--- src/rtl/cplq_pkg.sv ---
package cplq_pkg;
   localparam int ADDR_W = 3;

   typedef enum logic [ADDR_W-1:0] {
      RA_QUEUED = 3'd0,
      RA_DONE   = 3'd1,
      RA_FAULT  = 3'd2,
      RA_DEVFLT = 3'd3,
      RA_TMO    = 3'd4
   } reg_addr_e;
endpackage

--- src/rtl/cplq_slot_regs.sv ---
module cplq_slot_regs #(
   parameter int NUM_SLOTS = 16,
   parameter int SLOT_W    = 4
) (
   input  logic                 clk,
   input  logic                 rst_n,
   input  logic                 issue_en_i,
   input  logic [SLOT_W-1:0]    issue_slot_i,
   input  logic                 done_en_i,
   input  logic [SLOT_W-1:0]    done_slot_i,
   input  logic                 fault_en_i,
   input  logic [SLOT_W-1:0]    fault_slot_i,
   input  logic [NUM_SLOTS-1:0] done_clr_i,
   input  logic [NUM_SLOTS-1:0] fault_clr_i,
   input  logic                 abort_i,
   input  logic                 stopped_i,
   output logic [NUM_SLOTS-1:0] queued_o,
   output logic [NUM_SLOTS-1:0] done_o,
   output logic [NUM_SLOTS-1:0] fault_o,
   output logic                 done_first_o,
   output logic                 fault_any_next_o
);
   logic [NUM_SLOTS-1:0] queued_q, done_q, fault_q;
   logic [NUM_SLOTS-1:0] queued_n, done_n, fault_n;

   for (genvar i = 0; i < NUM_SLOTS; i++) begin : g_slot
      logic issue_hit, done_hit, fault_hit;
      assign issue_hit = issue_en_i && (issue_slot_i == SLOT_W'(i));
      assign done_hit  = done_en_i  && (done_slot_i  == SLOT_W'(i));
      assign fault_hit = fault_en_i && (fault_slot_i == SLOT_W'(i));

      always_comb begin
         if (abort_i)
            queued_n[i] = 1'b0;
         else if (issue_hit)
            queued_n[i] = 1'b1;
         else if (done_hit)
            queued_n[i] = 1'b0;
         else
            queued_n[i] = queued_q[i];
         done_n[i]  = done_hit  | (done_q[i]  & ~done_clr_i[i]);
         fault_n[i] = fault_hit | (fault_q[i] & ~fault_clr_i[i]);
      end

      always_ff @(posedge clk or negedge rst_n) begin
         if (!rst_n) begin
            queued_q[i] <= 1'b0;
            done_q[i]   <= 1'b0;
            fault_q[i]  <= 1'b0;
         end else begin
            queued_q[i] <= queued_n[i];
            done_q[i]   <= done_n[i];
            fault_q[i]  <= fault_n[i];
         end
      end
   end

   assign queued_o         = queued_q;
   assign done_o           = done_q;
   assign fault_o          = fault_q;
   assign done_first_o     = ~(|done_q) & (|done_n);
   assign fault_any_next_o = |fault_n;

   // the outstanding set is frozen while stopped and not releasing
   a_r9_queue_frozen: assert property (@(posedge clk) disable iff (!rst_n)
      (stopped_i && !abort_i) |=> $stable(queued_q));

   // a DONE bit appears only after a completion strobe
   a_r3_done_needs_event: assert property (@(posedge clk) disable iff (!rst_n)
      !done_en_i |=> ((done_q & ~$past(done_q)) == '0));

   // a FAULT bit appears only after an error strobe
   a_r8_fault_needs_event: assert property (@(posedge clk) disable iff (!rst_n)
      !fault_en_i |=> ((fault_q & ~$past(fault_q)) == '0));
endmodule

--- src/rtl/cplq_coal_timer.sv ---
module cplq_coal_timer #(
   parameter int TMR_W = 16
) (
   input  logic             clk,
   input  logic             rst_n,
   input  logic             run_i,
   input  logic             load_i,
   input  logic [TMR_W-1:0] tmo_i,
   output logic             irq_o
);
   logic [TMR_W-1:0] cnt_q;
   logic             irq_q;

   always_ff @(posedge clk or negedge rst_n) begin
      if (!rst_n) begin
         cnt_q <= '0;
         irq_q <= 1'b0;
      end else begin
         irq_q <= 1'b0;
         if (load_i) begin
            cnt_q <= tmo_i;
         end else if (run_i) begin
            if (cnt_q == '0) begin
               cnt_q <= tmo_i;
               irq_q <= 1'b1;
            end else begin
               cnt_q <= cnt_q - 1'b1;
            end
         end
      end
   end

   assign irq_o = irq_q;

   // an interrupt only follows a cycle in which completions were pending
   a_r7_irq_needs_done: assert property (@(posedge clk) disable iff (!rst_n)
      irq_q |-> $past(run_i));

   // a restart never fires in the same step
   a_r6_load_no_fire: assert property (@(posedge clk) disable iff (!rst_n)
      load_i |=> !irq_q);
endmodule

--- src/rtl/cplq_fault_ctl.sv ---
module cplq_fault_ctl (
   input  logic clk,
   input  logic rst_n,
   input  logic fault_valid_i,
   input  logic devflt_clr_i,
   input  logic fault_any_next_i,
   input  logic issue_valid_i,
   output logic devflt_o,
   output logic stopped_o,
   output logic resume_o,
   output logic rejected_o
);
   logic devflt_q, stopped_q, rejected_q;
   logic devflt_n, stopped_n;

   assign devflt_n  = fault_valid_i | (devflt_q & ~devflt_clr_i);
   assign stopped_n = devflt_n | fault_any_next_i;

   always_ff @(posedge clk or negedge rst_n) begin
      if (!rst_n) begin
         devflt_q   <= 1'b0;
         stopped_q  <= 1'b0;
         rejected_q <= 1'b0;
      end else begin
         devflt_q   <= devflt_n;
         stopped_q  <= stopped_n;
         rejected_q <= issue_valid_i & stopped_q;
      end
   end

   assign devflt_o   = devflt_q;
   assign stopped_o  = stopped_q;
   assign resume_o   = stopped_q & ~stopped_n;
   assign rejected_o = rejected_q;

   // an error strobe always freezes the queue
   a_r9_stop_after_fault: assert property (@(posedge clk) disable iff (!rst_n)
      fault_valid_i |=> stopped_q);

   // release never happens with the device-error flag still up
   a_r11_release_needs_clear: assert property (@(posedge clk) disable iff (!rst_n)
      $fell(stopped_q) |-> !devflt_q);

   // a reject is only reported for a stopped queue
   a_r10_reject_when_stopped: assert property (@(posedge clk) disable iff (!rst_n)
      rejected_q |-> $past(stopped_q));
endmodule

--- src/rtl/cplq_regif.sv ---
module cplq_regif
   import cplq_pkg::*;
#(
   parameter int NUM_SLOTS = 16,
   parameter int REG_W     = 32,
   parameter int TMR_W     = 16,
   parameter int TMO_RESET = 8,
   parameter int RD_LAT    = 0
) (
   input  logic                 clk,
   input  logic                 rst_n,
   input  logic                 wr_i,
   input  logic [ADDR_W-1:0]    addr_i,
   input  logic [REG_W-1:0]     wdata_i,
   input  logic [NUM_SLOTS-1:0] queued_i,
   input  logic [NUM_SLOTS-1:0] done_i,
   input  logic [NUM_SLOTS-1:0] fault_i,
   input  logic                 devflt_i,
   output logic [NUM_SLOTS-1:0] done_clr_o,
   output logic [NUM_SLOTS-1:0] fault_clr_o,
   output logic                 devflt_clr_o,
   output logic [TMR_W-1:0]     tmo_o,
   output logic [REG_W-1:0]     rdata_o
);
   logic [TMR_W-1:0] tmo_q;
   logic [REG_W-1:0] rd_mux;
   logic             unused_wdata;

   assign unused_wdata = ^wdata_i;

   assign done_clr_o   = (wr_i && addr_i == RA_DONE)  ? wdata_i[NUM_SLOTS-1:0] : '0;
   assign fault_clr_o  = (wr_i && addr_i == RA_FAULT) ? wdata_i[NUM_SLOTS-1:0] : '0;
   assign devflt_clr_o = wr_i && (addr_i == RA_DEVFLT) && wdata_i[0];

   always_ff @(posedge clk or negedge rst_n) begin
      if (!rst_n)
         tmo_q <= TMR_W'(TMO_RESET);
      else if (wr_i && addr_i == RA_TMO)
         tmo_q <= wdata_i[TMR_W-1:0];
   end
   assign tmo_o = tmo_q;

   always_comb begin
      rd_mux = '0;
      case (addr_i)
         RA_QUEUED: rd_mux[NUM_SLOTS-1:0] = queued_i;
         RA_DONE:   rd_mux[NUM_SLOTS-1:0] = done_i;
         RA_FAULT:  rd_mux[NUM_SLOTS-1:0] = fault_i;
         RA_DEVFLT: rd_mux[0]             = devflt_i;
         RA_TMO:    rd_mux[TMR_W-1:0]     = tmo_q;
         default:   rd_mux                = '0;
      endcase
   end

   if (RD_LAT == 0) begin : g_rd_comb
      assign rdata_o = rd_mux;
   end else begin : g_rd_reg
      logic [REG_W-1:0] rdata_q;
      always_ff @(posedge clk or negedge rst_n) begin
         if (!rst_n) rdata_q <= '0;
         else        rdata_q <= rd_mux;
      end
      assign rdata_o = rdata_q;
   end
endmodule

--- src/rtl/cplq_tracker.sv ---
module cplq_tracker
   import cplq_pkg::*;
#(
   parameter int NUM_SLOTS = 16,
   parameter int REG_W     = 32,
   parameter int TMR_W     = 16,
   parameter int TMO_RESET = 8,
   parameter int RD_LAT    = 0,
   localparam int SLOT_W   = (NUM_SLOTS > 1) ? $clog2(NUM_SLOTS) : 1
) (
   input  logic              clk,
   input  logic              rst_n,
   input  logic              issue_valid,
   input  logic [SLOT_W-1:0] issue_slot,
   input  logic              done_valid,
   input  logic [SLOT_W-1:0] done_slot,
   input  logic              fault_valid,
   input  logic [SLOT_W-1:0] fault_slot,
   input  logic              reg_wr,
   input  logic [ADDR_W-1:0] reg_addr,
   input  logic [REG_W-1:0]  reg_wdata,
   output logic [REG_W-1:0]  reg_rdata,
   output logic              irq,
   output logic              queue_stopped,
   output logic              issue_rejected
);
   if (NUM_SLOTS < 1 || NUM_SLOTS > REG_W) begin : g_bad_slots
      $error("NUM_SLOTS must lie in 1..REG_W");
   end
   if (TMR_W < 1 || TMR_W > REG_W) begin : g_bad_tmr
      $error("TMR_W must lie in 1..REG_W");
   end
   if (RD_LAT != 0 && RD_LAT != 1) begin : g_bad_lat
      $error("RD_LAT must be 0 or 1");
   end

   logic [NUM_SLOTS-1:0] queued_v, done_v, fault_v;
   logic [NUM_SLOTS-1:0] done_clr, fault_clr;
   logic                 devflt_clr, devflt, stopped, resume;
   logic                 done_first, fault_any_next, ack_hit;
   logic [TMR_W-1:0]     tmo;

   cplq_slot_regs #(.NUM_SLOTS(NUM_SLOTS), .SLOT_W(SLOT_W)) slots_i (
      .clk              (clk),
      .rst_n            (rst_n),
      .issue_en_i       (issue_valid & ~stopped),
      .issue_slot_i     (issue_slot),
      .done_en_i        (done_valid & ~stopped),
      .done_slot_i      (done_slot),
      .fault_en_i       (fault_valid),
      .fault_slot_i     (fault_slot),
      .done_clr_i       (done_clr),
      .fault_clr_i      (fault_clr),
      .abort_i          (resume),
      .stopped_i        (stopped),
      .queued_o         (queued_v),
      .done_o           (done_v),
      .fault_o          (fault_v),
      .done_first_o     (done_first),
      .fault_any_next_o (fault_any_next)
   );

   cplq_fault_ctl fctl_i (
      .clk              (clk),
      .rst_n            (rst_n),
      .fault_valid_i    (fault_valid),
      .devflt_clr_i     (devflt_clr),
      .fault_any_next_i (fault_any_next),
      .issue_valid_i    (issue_valid),
      .devflt_o         (devflt),
      .stopped_o        (stopped),
      .resume_o         (resume),
      .rejected_o       (issue_rejected)
   );

   cplq_regif #(
      .NUM_SLOTS (NUM_SLOTS),
      .REG_W     (REG_W),
      .TMR_W     (TMR_W),
      .TMO_RESET (TMO_RESET),
      .RD_LAT    (RD_LAT)
   ) regs_i (
      .clk          (clk),
      .rst_n        (rst_n),
      .wr_i         (reg_wr),
      .addr_i       (reg_addr),
      .wdata_i      (reg_wdata),
      .queued_i     (queued_v),
      .done_i       (done_v),
      .fault_i      (fault_v),
      .devflt_i     (devflt),
      .done_clr_o   (done_clr),
      .fault_clr_o  (fault_clr),
      .devflt_clr_o (devflt_clr),
      .tmo_o        (tmo),
      .rdata_o      (reg_rdata)
   );

   assign ack_hit = |(done_clr & done_v);

   cplq_coal_timer #(.TMR_W(TMR_W)) timer_i (
      .clk    (clk),
      .rst_n  (rst_n),
      .run_i  (|done_v),
      .load_i (done_first | ack_hit),
      .tmo_i  (tmo),
      .irq_o  (irq)
   );

   assign queue_stopped = stopped;
endmodule

--- config.mk ---
export PLATFORM = sky130hd
export DESIGN_NAME = cplq_tracker
export DESIGN_NICKNAME = d
export VERILOG_FILES = /design/src/rtl/cplq_pkg.sv /design/src/rtl/cplq_slot_regs.sv /design/src/rtl/cplq_coal_timer.sv /design/src/rtl/cplq_fault_ctl.sv /design/src/rtl/cplq_regif.sv /design/src/rtl/cplq_tracker.sv
export SDC_FILE = /design/constraint.sdc
export NUM_CORES = 1
export LEC_CHECK = 0
export BUFFER_PORTS_ARGS = -buffer_cell sky130_fd_sc_hd__buf_2
export CORE_UTILIZATION = 25
export DETAILED_ROUTE_END_ITERATION = 8
export MAX_ROUTING_LAYER = met4
export SYNTH_ARGS = -nofsm -noshare
export SYNTH_HDL_FRONTEND = slang
export SYNTH_SLANG_ARGS = --single-unit
--- constraint.sdc ---
create_clock -name clk -period 3.4 [get_ports clk]
set_input_delay 0.68 -clock clk [delete_from_list [all_inputs] [get_ports clk]]
set_output_delay 0.68 -clock clk [all_outputs]
set_load 0.02 [all_outputs]
Word level (Yosys, flattened, before mapping)
Index checks and enable logic that the tools add are counted.

storage, ports and cells
  bits in latches = 0
  input bits = 53
  memories kept = 0
  bits in registers = 84
  memory bits (read-only) = 0
  RAM bits = 0

operators by class
  bitwise gates (word level) = 110
  shift-type cells = 0
  muxes and demuxes = 58
  $add $sub $neg = 1
  $lt $le $gt $ge = 0
  multiply operators = 0
  equality and inequality tests = 49
  div/mod/pow operators = 0
  reductions and logical operators = 79

operators with widths
  cell                     count
  $eq A4 B4 Y1 const B     24
  $mux W16                 5
  $reduce_or A16 Y1        4
  $pmux W15 S4             1
  $logic_and A1 B1 Y1      53
  $mux W1                  51
  $eq A4 B3 Y1 const B     12
  $reduce_bool A3 Y1       16
  $and A1 B1 Y1            38
  $not A1 Y1               36
  $or A1 B1 Y1             35
  $eq A4 B2 Y1 const B     6
  $and A16 B16 Y16         1
  $logic_not A16 Y1        1
  $sub A16 B1 Y16 const B  1
  $eq A4 B1 Y1 const B     3
  $logic_not A4 Y1         3
  $eq A3 B2 Y1 const B     2
  $pmux W1 S5              1
  $eq A3 B1 Y1 const B     1
  $eq A3 B3 Y1 const B     1
  $logic_not A3 Y1         1
  $reduce_bool A2 Y1       1

Logic depth before layout (Yosys ltp)
  depth after elaboration = 11
  mapped depth = 11
  gate-level depth less buffers = 8

Modules after synthesis
Synthesis repeated with hierarchy kept, for this count alone.

second synthesis, totals
  cells, all modules = 552
  area, all modules = 5182.5 um^2

modules (own cells, without submodules)
  module           cells an instance  sequential area each (um^2)  area each (um^2)  times used
  cplq_slot_regs   226                1201.2                       2218.4            1
  cplq_regif       169                401.6                        1541.5            1
  cplq_coal_timer  132                425.4                        1178.6            1
  cplq_tracker     17                 0.0                          127.6             1
  cplq_fault_ctl   8                  75.1                         116.4             1

Worst setup path before layout
No wires, ideal clock.

  path type = input to output
  from = input reg_addr[2]
  to = output reg_rdata[1]
  stages on the path = 6
  buffers on the path = 2
  setup slack = 0.450 ns
  data arrival time = 2.270 ns
  path through = buf_1 > buf_1 > mux2i_1 > nor2_1 > a21oi_1 > o21ai_0

between the ends
  word-level cells in the longest chain between the ends = 2
  elaborated cells on any way between the ends = 5
  classes of those cells = eq/ne: 3; mux: 1; reduce/logical: 1

RTL lines
  element                               line                RTL
  from (decl)                           cplq_tracker.sv:20  input logic [ADDR_W-1:0] reg_addr,
  $eq A3 B3 Y1 (tied with other cells)  cplq_regif.sv:45    case (addr_i)
  $pmux W15 S4 (*)                      cplq_regif.sv:45
  to (decl)                             cplq_tracker.sv:22  output logic [REG_W-1:0] reg_rdata,

Mark *: on every way between the ends. The rest lies on a longest branch, timed or not.

Final worst setup path
  from = input reg_addr[0]
  to = output reg_rdata[6]

The elaborated chain is that of the path after synthesis.

==> out/metrics.cfg <==
[outcome]
outcome=finished clean

[die]
fp-row-count=50
initial_core_util_pct=25.53
core_um2=18710
dieArea_um2=19650
die_width_um=140.2
ios=88
die_h_um=140.2

[sta]
clock_skew_ns=0.007326
finalCriticalPeriod_ns=2.838
fmax_mhz=352.4
hold_viol=0
finalSetupTns_ns=0
slew_violations=0
fin_crit_sh_pct=83.46
worst_pin_slew_ns=0.8371
rsz0062_at_grt=false
timing.hold.ws_ns=0.3099
maxSlewHeadroom_pct=43.99
setup_violations=0

[cts]
cts_resized=0
cts_tree=done
numCtsBuffers=9
root_buffer=clkbuf_16
post_cts_buffers=0
cts_hold_buf=0
path_clk_slew_ns=0.06
cts_max_path_buffers=2
cts_max_level=3
clock-sinks=84
clk_latency_ns=0.34

[setup_path]
r2r_cells=6
r2r_start=timer_i.cnt_q[3]
crit_fanout=22
slowest_stage=buf_4
r2r-end=timer_i.cnt_q[10]
timing_worst_setup_path_type=primary input to output port
crit_path_start_kind=primary input
cp-end-kind=output port
critPathMaxStageDelay_ns=0.29
required_ns=2.72
r2r_slack_ns=0.71
path_cells=buf_2, buf_4, nor2b_1, buf_4, a21oi_1, o21ai_0, buf_2
arrival_ns=2.16

[routing]
vias=4320
drt_iter0_drc=392
first_pass_iters=5
final_antenna_net_count=0
wire_per_inst_um=18.27
totalWireLength_um=15140
routed_via_density=5.211
drc_errors=0

[worst_hold_path]
hold_class=primary input to async pin

[placement]
dp_hpwl_um=11440
io_buffers=55
gp_congestion=0.9734

[synth]
ys_warn_count=0
postSynth.asyncResetShare_pct=100.0
syn_avg_cell_area_um2=9.060
synth.distinct_cells=58
synth_seq_cells=84
syn_area_um2=4775
synth-edff-count=0
synth_ff_type=dfrtp_1
yosysSeqAreaShare_pct=44.05
synth_cells=527

[layout]
layout_commonest_cell=nand2_1
final_cell_mix=nand2_1 (85), dfrtp_1 (83), buf_2 (54)
nets=645
drive_gt1_share_pct=19.83
antenna_cells=0
fin_util_pct=30.33
syn2layout_area_growth_pct=18.84

[grt]
track_usage_pct=16.25
grt_overflow=0
grt_max_degree=39
antenna_found_initial=0
grt_pass1_vias=4082
grt_pass1_wl_um=23690

[power_and_ir_drop]
finalPower_w=0.003366
powerDensity_nw_per_um2=593.2
power.static_leakage_nw=2.581
peakVddDrop_uv=244.3

[run]
drv_cap=0

[flip-flops by register name (all words and copies together), names as in the netlist]
register / count
regs_i.tmo_o: 16
slots_i.done_o: 16
slots_i.fault_o: 16
slots_i.queued_o: 16
timer_i.cnt_q: 16
fctl_i.devflt_o: 1
fctl_i.rejected_o: 1
fctl_i.stopped_o: 1
timer_i.irq_o: 1
[through the flow]
| step | instances | setup slack [ns] | cell area (µm²) |
|---|---|---|---|
| global placement | 813 | 0.2928 | 5340 |
| finish | 829 | 0.5623 | 5674 |
| global route | 829 | 0.4685 | 5674 |
| detailed placement | 813 | 0.2478 | 5340 |
| floorplan | 542 | 0.4500 | 4831 |
| CTS | 829 | 0.5888 | 5674 |
[kinds of logic after synthesis]
group                      synth area share [%]
adders and majority gates                0.5240
muxes                                     7.311
AOI/OAI and AO/OA                         19.31
xor gates and xnor gates                 0.5504
other                                   0.07854
DFF                                       44.05
and+or+nand+nor                           21.93
buffers and inverters                     6.237
[worst max path at each step]
stage | end | from
detailed placement | slots_i.queued_o[14] | reg_addr[0]
finish | reg_rdata[6] | reg_addr[0]
CTS | reg_rdata[7] | reg_addr[0]
floorplan | reg_rdata[1] | reg_addr[2]
global placement | slots_i.queued_o[15] | reg_addr[0]
global route | slots_i.queued_o[10] | reg_addr[0]
[where the power goes]
group,internal (W),switching [W]
logic,0.000389,0.000478
registers,0.00119,0.000208
clock network,0.000685,0.000412
total,0.00227,0.00110
[worst max-delay path: cells and delay by family]
kind	cells	cell delay [ns]
AO/OA/AOI/OAI	2	0.38
buffers and inverters	4	0.86
AND/OR/NAND/NOR	1	0.21
[final cells by class]
cell class	instances	area, µm²
clock buffer	11	252.7
timing repair buffer	74	420.4
multi-input combinational	399	2441
sequential	84	2103
inverter	22	82.58
fill	1962	13030
tap	234	292.8
clock inverter	5	81.33
[cells in the mapped netlist (4+ instances only)]
master / count / area, µm²
mux2_2: 15 / 168.9
o2bb2ai_1: 8 / 70.07
nand4_1: 9 / 56.30
clkbuf_1: 12 / 45.04
a32o_1: 8 / 80.08
a22oi_1: 6 / 45.04
a21o_1: 5 / 37.54
dfrtp_1: 83 / 2077
o21ai_0: 46 / 230.2
nor2_1: 40 / 150.1
nand2b_1: 5 / 31.28
nand3_1: 8 / 40.04
a221o_1: 12 / 120.1
mux2i_1: 18 / 180.2
or3_1: 4 / 25.02
buf_2: 4 / 20.02
nor4_1: 6 / 37.54
nand2_1: 85 / 319.1
a22o_1: 6 / 52.55
a221oi_1: 4 / 35.03
a21oi_1: 23 / 115.1
and2_1: 4 / 25.02
nor3_1: 14 / 70.07
nand3b_1: 4 / 30.03
inv_1: 22 / 82.58
buf_4: 17 / 127.6
nor2b_1: 7 / 43.79
[layer usage]
layer / GRT usage [%] / share of wire [%] / up-vias
met5: - / 0 / -
met4: 5.263 / 2.0 / 0
met3: 2.974 / 6.1 / 21
met2: 24.50 / 46 / 160
met1: 21.95 / 46 / 2128
li1: - / - / 2011
Power figures use the tool's default switching activity.
